`src/rtl/pwl_pkg.sv`:
```
package pwl_pkg;
    localparam int N_IN   = 9;
    localparam int DW     = 8;
    localparam int DEPTH  = 1 << N_IN;
    localparam int STEPS  = 1 << DW;
    localparam int ACC_W  = DW + 1;
    localparam int CHG_W  = $clog2(N_IN + 2);

    typedef logic [N_IN-1:0]    vcode_t;
    typedef logic [DW-1:0]      level_t;
    typedef logic [N_IN*DW-1:0] nbhd_t;
    typedef logic [ACC_W-1:0]   acc_t;

    typedef enum logic { ST_IDLE, ST_SWEEP } ctl_state_e;

    typedef struct packed {
        logic   wen;
        vcode_t addr;
        logic   data;
    } tbl_wr_t;

    function automatic level_t clip_acc(acc_t a);
        return a[ACC_W-1] ? '1 : a[DW-1:0];
    endfunction
endpackage

```
`src/rtl/pwl_vertex_gen.sv`:
```
module pwl_vertex_gen
    import pwl_pkg::*;
(
    input  logic   clk,
    input  logic   rst,
    input  logic   load,
    input  logic   running,
    input  nbhd_t  samples,
    output vcode_t code,
    output level_t ramp,
    output logic   last
);
    nbhd_t  samp_q;
    level_t ramp_q;

    always_ff @(posedge clk) begin
        if (rst) begin
            samp_q <= '0;
            ramp_q <= '0;
        end else if (load) begin
            samp_q <= samples;
            ramp_q <= '0;
        end else if (running) begin
            ramp_q <= ramp_q + 1'b1;
        end
    end

    for (genvar g = 0; g < N_IN; g++) begin : g_cmp
        assign code[g] = (samp_q[g*DW +: DW] >= ramp_q);
    end

    assign ramp = ramp_q;
    assign last = running && (ramp_q == '1);

    // Checker state: previous code and count of code changes in a sweep
    vcode_t            code_d;
    logic              run_d;
    logic [CHG_W-1:0]  n_chg;

    always_ff @(posedge clk) begin
        if (rst) begin
            code_d <= '0;
            run_d  <= 1'b0;
            n_chg  <= '0;
        end else begin
            code_d <= code;
            run_d  <= running;
            if (load)
                n_chg <= '0;
            else if (running && run_d && code != code_d && n_chg != '1)
                n_chg <= n_chg + 1'b1;
        end
    end

    p_code_monotone_r4: assert property (@(posedge clk) disable iff (rst)
        (running && run_d) |-> ((code & ~code_d) == '0));

    p_few_codes_r4: assert property (@(posedge clk) disable iff (rst)
        running |-> (n_chg <= CHG_W'(N_IN)));

    p_first_full_r2: assert property (@(posedge clk) disable iff (rst)
        (running && !run_d) |-> (code == '1));
endmodule

```
`src/rtl/pwl_param_mem.sv`:
```
module pwl_param_mem
    import pwl_pkg::*;
(
    input  logic    clk,
    input  logic    rst,
    input  logic    busy,
    input  tbl_wr_t wr,
    input  vcode_t  rd_addr,
    output logic    rd_bit
);
    logic [DEPTH-1:0] tbl_q;

    always_ff @(posedge clk) begin
        if (rst)
            tbl_q <= '0;
        else if (wr.wen && !busy)
            tbl_q[wr.addr] <= wr.data;
    end

    assign rd_bit = tbl_q[rd_addr];

    p_write_blocked_r6: assert property (@(posedge clk) disable iff (rst)
        (busy && wr.wen) |=> $stable(tbl_q));

    p_write_lands_r3: assert property (@(posedge clk) disable iff (rst)
        (!busy && wr.wen) |=> (tbl_q[$past(wr.addr)] == $past(wr.data)));
endmodule

```
`src/rtl/pwl_interp_acc.sv`:
```
module pwl_interp_acc
    import pwl_pkg::*;
(
    input  logic   clk,
    input  logic   rst,
    input  logic   clr,
    input  logic   step,
    input  logic   hit,
    input  logic   last,
    output acc_t   acc,
    output level_t res,
    output logic   res_vld
);
    acc_t   acc_q;
    acc_t   acc_nx;
    level_t res_q;
    logic   vld_q;

    always_comb acc_nx = acc_q + acc_t'(hit);

    always_ff @(posedge clk) begin
        if (rst) begin
            acc_q <= '0;
            res_q <= '0;
            vld_q <= 1'b0;
        end else begin
            vld_q <= 1'b0;
            if (clr)
                acc_q <= '0;
            else if (step)
                acc_q <= acc_nx;
            if (last) begin
                res_q <= clip_acc(acc_nx);
                vld_q <= 1'b1;
            end
        end
    end

    assign acc     = acc_q;
    assign res     = res_q;
    assign res_vld = vld_q;

    p_vld_pulse_r7: assert property (@(posedge clk) disable iff (rst)
        res_vld |=> !res_vld);

    p_res_hold_r7: assert property (@(posedge clk) disable iff (rst)
        !res_vld |-> $stable(res));
endmodule

```
`src/rtl/pwl_simplex_eval.sv`:
```
module pwl_simplex_eval
    import pwl_pkg::*;
(
    input  logic                 clk,
    input  logic                 rst,
    input  logic                 start,
    input  logic [N_IN*DW-1:0]   samples,
    input  logic                 wr_en,
    input  logic [N_IN-1:0]      wr_addr,
    input  logic                 wr_data,
    output logic [DW-1:0]        res,
    output logic                 res_vld
);
    ctl_state_e state_q;
    logic       running;
    logic       load;
    logic       last;
    vcode_t     code;
    level_t     ramp;
    logic       hit;
    acc_t       acc;
    tbl_wr_t    wr_req;

    assign running = (state_q == ST_SWEEP);
    assign load    = start && !running;
    assign wr_req  = '{wen: wr_en, addr: wr_addr, data: wr_data};

    always_ff @(posedge clk) begin
        if (rst)
            state_q <= ST_IDLE;
        else if (load)
            state_q <= ST_SWEEP;
        else if (last)
            state_q <= ST_IDLE;
    end

    pwl_vertex_gen u_vgen (
        .clk     (clk),
        .rst     (rst),
        .load    (load),
        .running (running),
        .samples (samples),
        .code    (code),
        .ramp    (ramp),
        .last    (last)
    );

    pwl_param_mem u_mem (
        .clk     (clk),
        .rst     (rst),
        .busy    (running),
        .wr      (wr_req),
        .rd_addr (code),
        .rd_bit  (hit)
    );

    pwl_interp_acc u_acc (
        .clk     (clk),
        .rst     (rst),
        .clr     (load),
        .step    (running),
        .hit     (hit),
        .last    (last),
        .acc     (acc),
        .res     (res),
        .res_vld (res_vld)
    );

    p_acc_bound_r5: assert property (@(posedge clk) disable iff (rst)
        running |-> (acc <= {1'b0, ramp}));

    p_restart_ignored_r8: assert property (@(posedge clk) disable iff (rst)
        (running && start && !last) |=> (running && ramp == $past(ramp) + 1'b1));

    p_vld_after_sweep_r7: assert property (@(posedge clk) disable iff (rst)
        res_vld |-> (!running && $past(running)));
endmodule

```
`config.mk`:
```
export PLATFORM = sky130hd
export DESIGN_NAME = pwl_simplex_eval
export DESIGN_NICKNAME = d
export VERILOG_FILES = /design/src/rtl/pwl_pkg.sv /design/src/rtl/pwl_vertex_gen.sv /design/src/rtl/pwl_param_mem.sv /design/src/rtl/pwl_interp_acc.sv /design/src/rtl/pwl_simplex_eval.sv
export SDC_FILE = /design/constraint.sdc
export NUM_CORES = 2
export LEC_CHECK = 0
export ABC_CLOCK_PERIOD_IN_PS = 11900
export BUFFER_PORTS_ARGS = -buffer_cell sky130_fd_sc_hd__buf_2
export CAP_MARGIN = 5
export CORE_ASPECT_RATIO = 1.25
export CORE_MARGIN = 2
export CORE_UTILIZATION = 52
export CTS_CLUSTER_SIZE = 14
export DETAILED_ROUTE_END_ITERATION = 6
export PLACE_DENSITY = 0.79
export SYNTH_ARGS = -nofsm -noshare
export SYNTH_HDL_FRONTEND = slang
export SYNTH_SLANG_ARGS = --single-unit
```
`constraint.sdc`:
```
create_clock -name clk -period 11.9 [get_ports clk]
set_clock_uncertainty 0.2 [all_clocks]
set_input_delay 2.38 -clock clk [delete_from_list [all_inputs] [get_ports clk]]
set_output_delay 2.38 -clock clk [all_outputs]
set_load 0.02 [all_outputs]
```
==> results.toml <==
[sta]
rsz0062_at_grt = "false"
max_slew.worst_pin.slew_ns = 1.40
fin_crit_ns = 7.56
hold_violations = 0
finalSetupViolCount = 0
fmaxAchievable_mhz = 132
final_max_slew_viol_count = 0
fin_crit_sh = 0.635
fin_setup_tns_ns = 0
slew_headroom = 0.0627

[synthesis]
yosys.area.top_type = "dfxtp_1"
synth_area_leaders = "dfxtp_1, nand3_1, a21oi_1"
synthDistinctLibCells = 60
synth-edff-count = 0
ys.flop_type = "dfxtp_1"
yosysWarnings = 0
async_flop_share = 0
netlist_instances = 4043
yosys.area.top_type_share = 0.411
syn_area_sq_um = 29800
syn-num-nets = 4204
synth_seq_cells = 611
ys_seq_area_frac = 0.411
avgSynthCellArea_sq_um = 7.36

[die]
core-area_sq_um = 56900
initial_core_util = 0.523
die_h_um = 271
die_x_um = 218
rows = 98
ios = 95
dieArea_sq_um = 59200

[pwr]
powerDensity_nw_per_um2 = 149
leakagePower_nw = 10.5
irDropWorstVdd_mv = 0.138

[route]
vias = 31300
drtAntennaViolNets = 0
drcViolationCount = 7
dr.pass1.iters = 7
wl_per_cell_um = 23.1
drt_iter0_markers = 5505
via_per_inst = 6.72
finalWirelength_um = 108000

[clocking]
clk_latency_ns = 0.65
cts_hold_buf = 0
post_cts_buffers = 0
cts.repair.resized = 0
clockBufferDepth = 3
cts_sinks = 611
htreeDepth = 2
clk_pin_slew_ns = 0.07
cts_tree = "yes"
root_buffer = "clkbuf_16"
cts_buffers = 58

[placed_design]
gp_congestion = 0.889
hpwlAfterDp_um = 57800
io_buffers = 94

[finish]
drive_gt1_frac = 0.0756
final_common_cell = "nand3_1"
area.growth.synth_to_final_pct = 7.99
final_cell_mix = "nand3_1, a21oi_1, dfxtp_1"
post-route-util = 0.565
nets = 4015

[min_path]
hold_depth = 2
min_path_type = "reg -> reg"
min_to = "u_vgen.samp_q[0]"
min_from = "u_vgen.samp_q[0]"

[worst_setup_path]
rr_startpoint = "u_vgen.ramp[2]"
endpoint_kind = "flop"
crit_path_start_kind = "flop"
path_max_fanout = 66
critical_path_class = "reg -> reg"
timing.rr.end = "u_acc.res[1]"
required_ns = 12.26
cp.arrival_ns = 7.92
reg2regPathDepth = 22
reg2reg_setup_slack_ns = 4.34

[outcome]
status = "complete, but fails checks"
violations = "DRC"

[global_routing]
gr-total-overflow = 0
grt_antenna_before_repair = 8
grt_pass1_vias = 28800
track_usage = 0.349
grt_max_degree = 180
grt_pass1_wl_um = 164000

[run]
max-cap-violations = 0
-- metal layers --
metal | global-route usage | vias up | routed length [um]
met5 | 0 | - | 46
met4 | 0.223 | 6 | 7550
met3 | 0.0869 | 543 | 14300
met2 | 0.530 | 2222 | 46700
met1 | 0.442 | 14600 | 39000
li1 | - | 13900 | -
-- state kept, by name (all words and copies together) (netlist names) --
name	flops
u_acc.res_vld	1
u_mem.tbl_q	512
running	1
u_vgen.ramp	8
u_acc.acc	9
u_vgen.samp_q	72
u_acc.res	8
-- synth_stat cells (7+ instances only) --
master,instances
a21o_1,25
o22ai_1,13
buf_2,40
a21oi_1,648
buf_1,15
nor2_1,88
o21ai_0,534
a311oi_1,13
dfxtp_1,611
o21a_1,9
nand2b_1,13
clkbuf_1,340
nand4_1,8
and3_1,40
nor2b_1,10
mux2i_1,58
nand3_1,695
a211oi_1,19
nand2_1,585
a31oi_1,36
or3_1,10
xor2_1,7
nor3_1,13
ha_1,75
xnor2_1,10
o211ai_1,11
inv_1,28
-- cell type report --
| type | instances | area (sq um) |
|---|---|---|
| Fill cell | 5356 | 24800 |
| Multi-Input combinational cell | 2999 | 16000 |
| Clock inverter | 25 | 268 |
| Timing Repair Buffer | 156 | 981 |
| Antenna cell | 5 | 12.5 |
| Clock buffer | 83 | 1620 |
| Sequential cell | 611 | 12200 |
| Tap cell | 750 | 938 |
| Inverter | 28 | 105 |
-- critical path, cell delays in order, from the launching register on --
cell	delay [ns]
dfxtp_1	0.32
inv_1	0.31
ha_1	0.30
or3_1	0.34
a21oi_1	0.54
o31a_2	0.74
buf_4	0.74
nand2_1	0.12
nand3_1	0.11
a21oi_1	0.07
or3_1	0.40
o41ai_1	0.40
o22ai_1	0.17
or4_1	0.53
o211ai_1	0.34
ha_1	0.31
ha_1	0.21
and3_1	0.22
and3_1	0.25
nand3_1	0.11
xor2_1	0.15
and2_1	0.24
a211oi_1	0.25
-- logic make-up after synthesis --
family / count (synthesis) / share of synthesized area
compound gates: 1348 / 0.241
xor+xnor: 17 / 0.00500
fa+ha+maj: 75 / 0.0315
buf+inv: 433 / 0.0581
flops: 611 / 0.411
mux: 68 / 0.0252
simple gates: 1491 / 0.228
-- through the flow --
step	instances	setup slack [ns]	power, mW	instance area (sq um)	hold WS (ns)
2_1_floorplan	4043	6.61	2.64	29800	0.236
3_3_place_gp	4544	4.63	2.90	30200	0.243
3_5_place_dp	4544	4.53	2.91	30200	0.253
4_1_cts	4652	4.52	4.73	32100	0.262
5_1_grt	4655	3.96	4.88	32100	0.280
6_report	4657	4.34	4.78	32100	0.260
-- worst max-delay path by stage --
stage                   startpoint  cells after the start            to  slack [ns]
floorplan           u_vgen.ramp[2]                     24  u_acc.res[0]        6.61
global placement    u_vgen.ramp[2]                     22  u_acc.res[0]        4.63
detailed placement  u_vgen.ramp[2]                     22  u_acc.res[1]        4.53
CTS                 u_vgen.ramp[2]                     22  u_acc.res[1]        4.52
global route        u_vgen.ramp[2]                     22  u_acc.res[2]        3.96
finish              u_vgen.ramp[2]                     22  u_acc.res[1]        4.34
-- report_power, final --
part	internal, mW	switching [mW]
logic	0.209	0.629
clock network	1.02	0.854
registers	2.06	0.0115
total	3.29	1.49
No activity file was read; power rests on OpenSTA's default activity.
